===== src/rtl/irq_evt_pkg.sv =====
package irq_evt_pkg;

    localparam int BUS_W  = 32;
    localparam int ADDR_W = 2;
    localparam int MAX_SRC = 32;

    typedef enum logic [ADDR_W-1:0] {
        SEL_PEND   = 2'd0,
        SEL_ENABLE = 2'd1,
        SEL_LOST   = 2'd2,
        SEL_NONE   = 2'd3
    } reg_sel_e;

    // Decoded write request passed from the bus port to the storage.
    typedef struct packed {
        logic             pend_clr_we;
        logic             enable_we;
        logic             lost_clr_we;
        logic [BUS_W-1:0] data;
    } reg_wr_t;

    // Per-source next-state inputs for one cell.
    typedef struct packed {
        logic evt;
        logic pend_clr;
        logic enable;
        logic lost_clr;
    } cell_in_t;

    function automatic reg_sel_e decode_sel(input logic [ADDR_W-1:0] a);
        reg_sel_e s;
        case (a)
            2'd0:    s = SEL_PEND;
            2'd1:    s = SEL_ENABLE;
            2'd2:    s = SEL_LOST;
            default: s = SEL_NONE;
        endcase
        return s;
    endfunction

endpackage


===== src/rtl/irq_reg_port.sv =====
module irq_reg_port
    import irq_evt_pkg::*;
#(
    parameter int NUM_SRC = 8
) (
    input  logic                 clk,
    input  logic                 rst,
    input  logic                 bus_wr,
    input  logic                 bus_rd,
    input  logic [ADDR_W-1:0]    bus_addr,
    input  logic [BUS_W-1:0]     bus_wdata,
    input  logic [NUM_SRC-1:0]   pend_q,
    input  logic [NUM_SRC-1:0]   enable_q,
    input  logic [NUM_SRC-1:0]   lost_q,
    output reg_wr_t              wr_req,
    output logic [BUS_W-1:0]     bus_rdata
);

    localparam int PAD_W = BUS_W - NUM_SRC;

    reg_sel_e         sel;
    logic [BUS_W-1:0] rd_mux;

    always_comb begin
        sel                = decode_sel(bus_addr);
        wr_req.pend_clr_we = bus_wr && (sel == SEL_PEND);
        wr_req.enable_we   = bus_wr && (sel == SEL_ENABLE);
        wr_req.lost_clr_we = bus_wr && (sel == SEL_LOST);
        wr_req.data        = bus_wdata;
    end

    generate
        if (PAD_W > 0) begin : g_pad
            always_comb begin
                case (sel)
                    SEL_PEND:   rd_mux = {{PAD_W{1'b0}}, pend_q};
                    SEL_ENABLE: rd_mux = {{PAD_W{1'b0}}, enable_q};
                    SEL_LOST:   rd_mux = {{PAD_W{1'b0}}, lost_q};
                    default:    rd_mux = '0;
                endcase
            end
        end else begin : g_full
            always_comb begin
                case (sel)
                    SEL_PEND:   rd_mux = pend_q;
                    SEL_ENABLE: rd_mux = enable_q;
                    SEL_LOST:   rd_mux = lost_q;
                    default:    rd_mux = '0;
                endcase
            end
        end
    endgenerate

    always_ff @(posedge clk) begin
        if (rst) begin
            bus_rdata <= '0;
        end else if (bus_rd) begin
            bus_rdata <= rd_mux;
        end
    end

    // read data shows the selected register one cycle later
    a_r10_enable_readback: assert property (@(posedge clk) disable iff (rst)
        (bus_rd && !bus_wr && sel == SEL_ENABLE) |=> (bus_rdata[NUM_SRC-1:0] == $past(enable_q)));

endmodule


===== src/rtl/irq_src_cell.sv =====
module irq_src_cell
    import irq_evt_pkg::*;
(
    input  logic     clk,
    input  logic     rst,
    input  cell_in_t cin,
    output logic     pend_q,
    output logic     lost_q
);

    logic new_loss;
    logic pend_d;
    logic lost_d;

    always_comb begin
        // an event on an already set, enabled, not-being-cleared bit is dropped
        new_loss = cin.evt && pend_q && cin.enable && !cin.pend_clr;
        if (cin.evt)           pend_d = 1'b1;
        else if (cin.pend_clr) pend_d = 1'b0;
        else                   pend_d = pend_q;
        if (new_loss)          lost_d = 1'b1;
        else if (cin.lost_clr) lost_d = 1'b0;
        else                   lost_d = lost_q;
    end

    always_ff @(posedge clk) begin
        if (rst) begin
            pend_q <= 1'b0;
            lost_q <= 1'b0;
        end else begin
            pend_q <= pend_d;
            lost_q <= lost_d;
        end
    end

    // an event always sets the pending bit
    a_r1_event_sets: assert property (@(posedge clk) disable iff (rst)
        cin.evt |=> pend_q);
    // event wins over a simultaneous clear
    a_r3_event_beats_clear: assert property (@(posedge clk) disable iff (rst)
        (cin.evt && cin.pend_clr) |=> pend_q);
    // a clear without an event drops the bit
    a_r2_clear_drops: assert property (@(posedge clk) disable iff (rst)
        (cin.pend_clr && !cin.evt) |=> !pend_q);
    // an enabled repeat event is recorded as lost
    a_r7_loss_recorded: assert property (@(posedge clk) disable iff (rst)
        (cin.evt && pend_q && cin.enable && !cin.pend_clr) |=> lost_q);
    // lost bit holds until cleared
    a_r8_lost_sticky: assert property (@(posedge clk) disable iff (rst)
        (lost_q && !cin.lost_clr) |=> lost_q);

endmodule


===== src/rtl/irq_enable_reg.sv =====
module irq_enable_reg
    import irq_evt_pkg::*;
#(
    parameter int NUM_SRC = 8
) (
    input  logic               clk,
    input  logic               rst,
    input  reg_wr_t            wr_req,
    output logic [NUM_SRC-1:0] enable_q
);

    always_ff @(posedge clk) begin
        if (rst) begin
            enable_q <= '0;
        end else if (wr_req.enable_we) begin
            enable_q <= wr_req.data[NUM_SRC-1:0];
        end
    end

    // enable bits only change on an enable write
    a_r4_enable_stable: assert property (@(posedge clk) disable iff (rst)
        !wr_req.enable_we |=> $stable(enable_q));

endmodule


===== src/rtl/irq_req_reduce.sv =====
module irq_req_reduce #(
    parameter int NUM_SRC = 8
) (
    input  logic [NUM_SRC-1:0] pend_q,
    input  logic [NUM_SRC-1:0] enable_q,
    output logic               irq_req
);

    logic [NUM_SRC-1:0] live;

    always_comb begin
        live    = pend_q & enable_q;
        irq_req = 1'b0;
        for (int i = 0; i < NUM_SRC; i++) begin
            irq_req = irq_req | live[i];
        end
    end

    // no request without an enabled pending source
    always_comb begin
        a_r5_req_has_source: assert (!irq_req || ($countones(live) > 0));
    end

endmodule


===== src/rtl/irq_event_collector.sv =====
module irq_event_collector
    import irq_evt_pkg::*;
#(
    parameter int NUM_SRC = 8
) (
    input  logic               clk,
    input  logic               rst,
    input  logic [NUM_SRC-1:0] evt_in,
    input  logic               bus_wr,
    input  logic               bus_rd,
    input  logic [1:0]         bus_addr,
    input  logic [31:0]        bus_wdata,
    output logic [31:0]        bus_rdata,
    output logic               irq_req
);

    reg_wr_t            wr_req;
    logic [NUM_SRC-1:0] pend_q;
    logic [NUM_SRC-1:0] enable_q;
    logic [NUM_SRC-1:0] lost_q;

    irq_reg_port #(.NUM_SRC(NUM_SRC)) i_port (
        .clk       (clk),
        .rst       (rst),
        .bus_wr    (bus_wr),
        .bus_rd    (bus_rd),
        .bus_addr  (bus_addr),
        .bus_wdata (bus_wdata),
        .pend_q    (pend_q),
        .enable_q  (enable_q),
        .lost_q    (lost_q),
        .wr_req    (wr_req),
        .bus_rdata (bus_rdata)
    );

    irq_enable_reg #(.NUM_SRC(NUM_SRC)) i_enable (
        .clk      (clk),
        .rst      (rst),
        .wr_req   (wr_req),
        .enable_q (enable_q)
    );

    generate
        for (genvar g = 0; g < NUM_SRC; g++) begin : g_cell
            cell_in_t cin;
            always_comb begin
                cin.evt      = evt_in[g];
                cin.pend_clr = wr_req.pend_clr_we && wr_req.data[g];
                cin.enable   = enable_q[g];
                cin.lost_clr = wr_req.lost_clr_we && wr_req.data[g];
            end
            irq_src_cell i_cell (
                .clk    (clk),
                .rst    (rst),
                .cin    (cin),
                .pend_q (pend_q[g]),
                .lost_q (lost_q[g])
            );
        end
    endgenerate

    irq_req_reduce #(.NUM_SRC(NUM_SRC)) i_reduce (
        .pend_q   (pend_q),
        .enable_q (enable_q),
        .irq_req  (irq_req)
    );

    // enabling an already pending source raises the request at once
    a_r6_enable_pending: assert property (@(posedge clk) disable iff (rst)
        (wr_req.enable_we && |(wr_req.data[NUM_SRC-1:0] & pend_q)) |=> irq_req);
    // request is low right after reset
    a_r9_reset_quiet: assert property (@(posedge clk)
        $past(rst) |-> !irq_req);

endmodule


===== config.mk =====
export PLATFORM = sky130hd
export DESIGN_NAME = irq_event_collector
export DESIGN_NICKNAME = d
export VERILOG_FILES = /design/src/rtl/irq_evt_pkg.sv /design/src/rtl/irq_reg_port.sv /design/src/rtl/irq_src_cell.sv /design/src/rtl/irq_enable_reg.sv /design/src/rtl/irq_req_reduce.sv /design/src/rtl/irq_event_collector.sv
export SDC_FILE = /design/constraint.sdc
export NUM_CORES = 1
export LEC_CHECK = 0
export CAP_MARGIN = 10
export CORE_ASPECT_RATIO = 0.75
export CORE_UTILIZATION = 35
export DETAILED_ROUTE_END_ITERATION = 10
export GPL_ROUTABILITY_DRIVEN = 0
export PLACE_DENSITY = 0.75
export SYNTH_ARGS = -nofsm -noshare
export SYNTH_HDL_FRONTEND = slang
export SYNTH_SLANG_ARGS = --single-unit

===== constraint.sdc =====
create_clock -name clk -period 2.9 [get_ports clk]
set_input_delay 0.58 -clock clk [delete_from_list [all_inputs] [get_ports clk]]
set_output_delay 0.58 -clock clk [all_outputs]
set_load 0.02 [all_outputs]

Word-level counts from Yosys, hierarchy flattened --
Cells that the tools add are included.
Word-level totals: flip-flop bits (word level) 56, logic and storage cells 133, output and inout bits 33, input port bits 46
Operators by class: multiplexer cells 34, bitwise gates (word level) 8, equal/unequal tests 4, reductions and logical operators 69
Operators by type and width (count):
- logical AND 1 bit | 43
- two-way mux 1 bit | 32
- nonzero test 2 bit | 16
- one-hot mux 8 bit (3 select lines) | 1
- bitwise AND 8 bit | 1
- logical NOT 1 bit | 8
- OR 1 bit | 7
- one-hot mux 2 bit (3 select lines) | 1
- equality test 2 x 1 -> 1 bit, second input constant | 2
- equality test 2 bit, second input constant | 2
- logical NOT 2 bit | 2

Logic depth before layout (Yosys ltp) --
depth after elaboration 8, mapped depth 5, depth with buffers taken out 3

Cells and area by module --
From an unflattened synthesis, not the netlist that was laid out.
Second synthesis, totals: cell total of the unflattened synthesis 226, area, all modules 2050.7 um2
By module, submodules not included:
- irq_reg_port | cells an instance 115, instances 1, sequential area each 160.2 um2, area each 1028.5 um2
- irq_src_cell | cells an instance 8, instances 8, sequential area each 40.0 um2, area each 75.1 um2
- irq_enable_reg | cells an instance 26, instances 1, sequential area each 160.2 um2, area each 285.3 um2
- irq_event_collector | cells an instance 16, instances 1, sequential area each 0.0 um2, area each 100.1 um2
- irq_req_reduce | cells an instance 5, instances 1, sequential area each 0.0 um2, area each 36.3 um2

Worst setup path before layout --
Ideal clock, no wire load.
path kind reg2out, start register g_cell[5].i_cell.pend_q, end output port irq_req, path slack 1382 ps, path buffers 0, required time 2320 ps, arrival time 938 ps, stages on the path, launching flop included 4, path through dfxtp_1 a22o_1 a221oi_1 nand3_1
Between the ends: word-level cells in the longest chain between the ends 4
Ends and longest elaborated chain:
- start, declared | line irq_src_cell.sv:7 | output logic pend_q,
- start signal, assigned | line irq_src_cell.sv:31 | pend_q <= pend_d;
- bitwise AND 8 bit | line irq_req_reduce.sv:12 | live = pend_q & enable_q;
- OR 1 bit (3 in a row) | line irq_req_reduce.sv:15 | irq_req = irq_req | live[i];
- end, declared | line irq_event_collector.sv:14 | output logic irq_req
Every way passes these cells.

Worst setup path in the final report --
start register i_enable.enable_q[4], end output port irq_req
Between the ends: word-level cells in the longest chain between the ends 5
Ends and longest elaborated chain:
- start, declared | line irq_enable_reg.sv:9 | output logic [NUM_SRC-1:0] enable_q
- start signal, assigned | line irq_enable_reg.sv:16 | enable_q <= wr_req.data[NUM_SRC-1:0];
- bitwise AND 8 bit | line irq_req_reduce.sv:12
- OR 1 bit (4 in a row) | line irq_req_reduce.sv:15
Every way passes these cells.

==> metrics.md <==
| Metric | Value |
|---|---|
| Slew Limit Headroom | approximately 60% |
| Final wirelength | between 3000 and 4000 um |
| Clock power frac | 35.5% |
| Boundary Pins | 79 |
| Sw Pwr | 0.2727 mW |
| Non-filler cells, final | roughly 280 |
| Fraction of registers with async set/reset | 0% |
| Logic gate share of total power | 16.8% |
| Main synth FF type | dfxtp_1 |
| H-tree Lvls | 2 |
| Internal power | 0.7259 mW |
| Leak Pwr | 0.8707 nW |
| Combined area of all synthesized cells | 1672 um2 |
| Worst Tran Pin Value | 586.7 ps |
| Unique masters post-synth | 28 |
| Worst-Skew Late Latency | 290 ps |
| Clock buffer depth | 2 |
| P per Cell Area | 497.2 nW/um2 |
| Syn Inst Count | 191 |
| Input/output buffers | 30 |
| Die height | 61.85 um |
| Max Cap Viol | 0 |
| Endpoint class of the critical path | output pin |
| Slowest CP cell | clkdlybuf4s50_1 |
| Post-synth EDFFs | 0 |
| Final Power | 0.9986 mW |
| Post-DP Area | 1918 um2 |
| Synth Area per Inst | 8.752 um2 |
| Final instance area | 2008 um2 |
| # rows | 21 |
| Vias | approximately 1.4k |
| DR WL/cell | approximately 13 um |
| Setup TNS | 0 ps |
| Crit Path Max Fanout | 4 |
| Tcrit/Tclk final | 80.99% |
| Max Clock Freq | 0.4258 GHz |
| CP bufs+invs | 1 |
| CTS sink cnt | 32 |
| Synth warn | 0 |
| GRT Total Usage | 15.86% |
| Diodes inserted | 0 |
| Area growth from synthesis to layout | 20.13% |
| Yosys reg bits | 32 |
| Critical-path cell list | a22o_1 > a221oi_1 > nand3_1 > clkdlybuf4s50_1 |
| Max incr delay on CP | 560 ps |
| Die area | 5059 um2 |
| CTS tree | yes |
| Cts hold-fix bufs | 0 |
| Flop pwr share | 47.7% |
| Sw frac | 27.31% |
| Nets | 266 |
| RSZ-0062 raised after global routing | false |
| Die width | 81.80 um |
| DR DRC count | 0 |
| Synth area leader | dfxtp_1 |
| Clk slew on worst S/H paths | 60 ps |
| Hold Fails Final Rpt | 0 |
| DR pass1 iterations | 4 |
| CP required | 2320 ps |
| # resized after CTS | 0 |
| Detailed Place HPWL | 2496 um |
| Antenna violations before repair | 0 |
| Status | complete, no violations |
| WS Path Type | reg -> out |
| Top-area cell type share of the netlist area | between 30% and 40% |
| Layout cell share with drive strength beyond 1 | 4.977% |
| Postcts setup bufs | 0 |
| First-pass GRT wire length | 5706 um |
| Pin count of the biggest net entering global routing | 33 |
| Commonest non-fill, non-tap cell in the layout | dfxtp_1 |
| VDD IR-drop max | slightly below 0.2 mV |
| Routed Antenna Nets | 0 |
| Setup skew after layout | around 6 ps |
| Seq/Total Area, Yosys | a little under two fifths |
| Critical path arrival | 1770 ps |
| Worst hold path class | reg -> reg |
| Worst path top cell family by delay | buffers and inverters |
| Final global-route overflow total | 0 |
| Post-route minimum period | 2349 ps |
| Initial Util | roughly 37% |
| Placed cells | 270 |
| Number of global-route vias before repair | 1,181 |
| Initial DRC count | roughly 110 |
| Inserted Clock Buffers | 5 |
| Core area | ~4500 um2 |
| Final setup fails | 0 |
| Crit start category | flip-flop |
| Final core occ | between 40% and 50% |
| Commonest cells after routing, fill and taps aside | dfxtp_1 (32), clkdlybuf4s50_1 (30), conb_1 (24) |
| Vias per cell | 4.874 |
| Synth area leaders | dfxtp_1 (38%), buf_4 (11%), mux2i_1 (9.6%) |
| Root Buffer | clkbuf_8 |
| Fin. max-slew vios | 0 |
-- cell usage after synthesis, types with 5 or more instances --
master     instances
o21ai_1            8
nor2_1            21
buf_4             25
nand3b_1           8
dfxtp_1           32
nor3_1             6
inv_1             11
a22oi_1            5
a21oi_1           16
o211a_1            6
mux2i_1           16
nand4_1            5
nand4bb_1          5
-- routing by layer --
layer | GRT usage [%] | part of all wire (%) | up-vias
met5 | 0 | 0 | -
met4 | 9.023 | 2.1 | 0
met3 | 4.818 | 4.9 | 8
met2 | 22.79 | 42 | 37
met1 | 21.19 | 51 | 626
li1 | - | - | 684
-- registers in the layout (all words and copies together), names as in the netlist --
register              flops
g_cell.i_cell.pend_q      8
g_cell.i_cell.lost_q      8
i_port.bus_rdata          8
i_enable.enable_q         8
-- worst paths after layout --
check                                              from                  end  slack [ps]  cells after the start
worst max-delay path               i_enable.enable_q[4]              irq_req         550                      4
worst min-delay path                i_port.bus_rdata[1]  i_port.bus_rdata[1]         480                      2
worst max register to register  g_cell[5].i_cell.pend_q  i_port.bus_rdata[5]        1920                      3
worst min register to register      i_port.bus_rdata[1]  i_port.bus_rdata[1]         480                      2
-- stage by stage --
stage / worst slack (ps) / hold WS [ps]
after global placement: 630.5 / 464.6
after detailed placement: 625.9 / 467.9
after CTS: 535.7 / 477.6
after global routing: 486.3 / 495.8
after floorplan: 1382 / 454.3
final: 551.3 / 476.4
-- power groups by stage --
stage | logic [mW] | clock network (mW) | registers (mW)
after detailed placement | 0.167 | 0 | 0.486
after global routing | 0.185 | 0.380 | 0.479
after global placement | 0.165 | 0 | 0.485
final | 0.168 | 0.355 | 0.476
after CTS | 0.168 | 0.364 | 0.476
after floorplan | 0.121 | 0 | 0.490
-- layout make-up --
class | instances | area, um2
Sequential cell | 32 | 640.6
Inverter | 11 | 41.29
Clock buffer | 8 | 90.09
Fill cell | 450 | 2511
Tap cell | 57 | 71.32
Timing Repair Buffer | 33 | 322.8
Multi-Input combinational cell | 137 | 842.1
-- worst register-to-register path, cell delays in order (launching register included) --
cell and delay [ps]:
dfxtp_1 360, mux2i_1 90, or2_1 210, a311oi_1 230
-- cell families after synthesis --
family                 count (synthesis)  synth area share [%]
and+or+nand+nor                       55                 19.01
muxes                                 16                 9.581
other                                  1                0.2243
buffers and inverters                 45                 16.47
DFF                                   32                 38.32
AOI/OAI and AO/OA                     42                 16.39
Note: power is estimated with default switching activity, not from simulation.
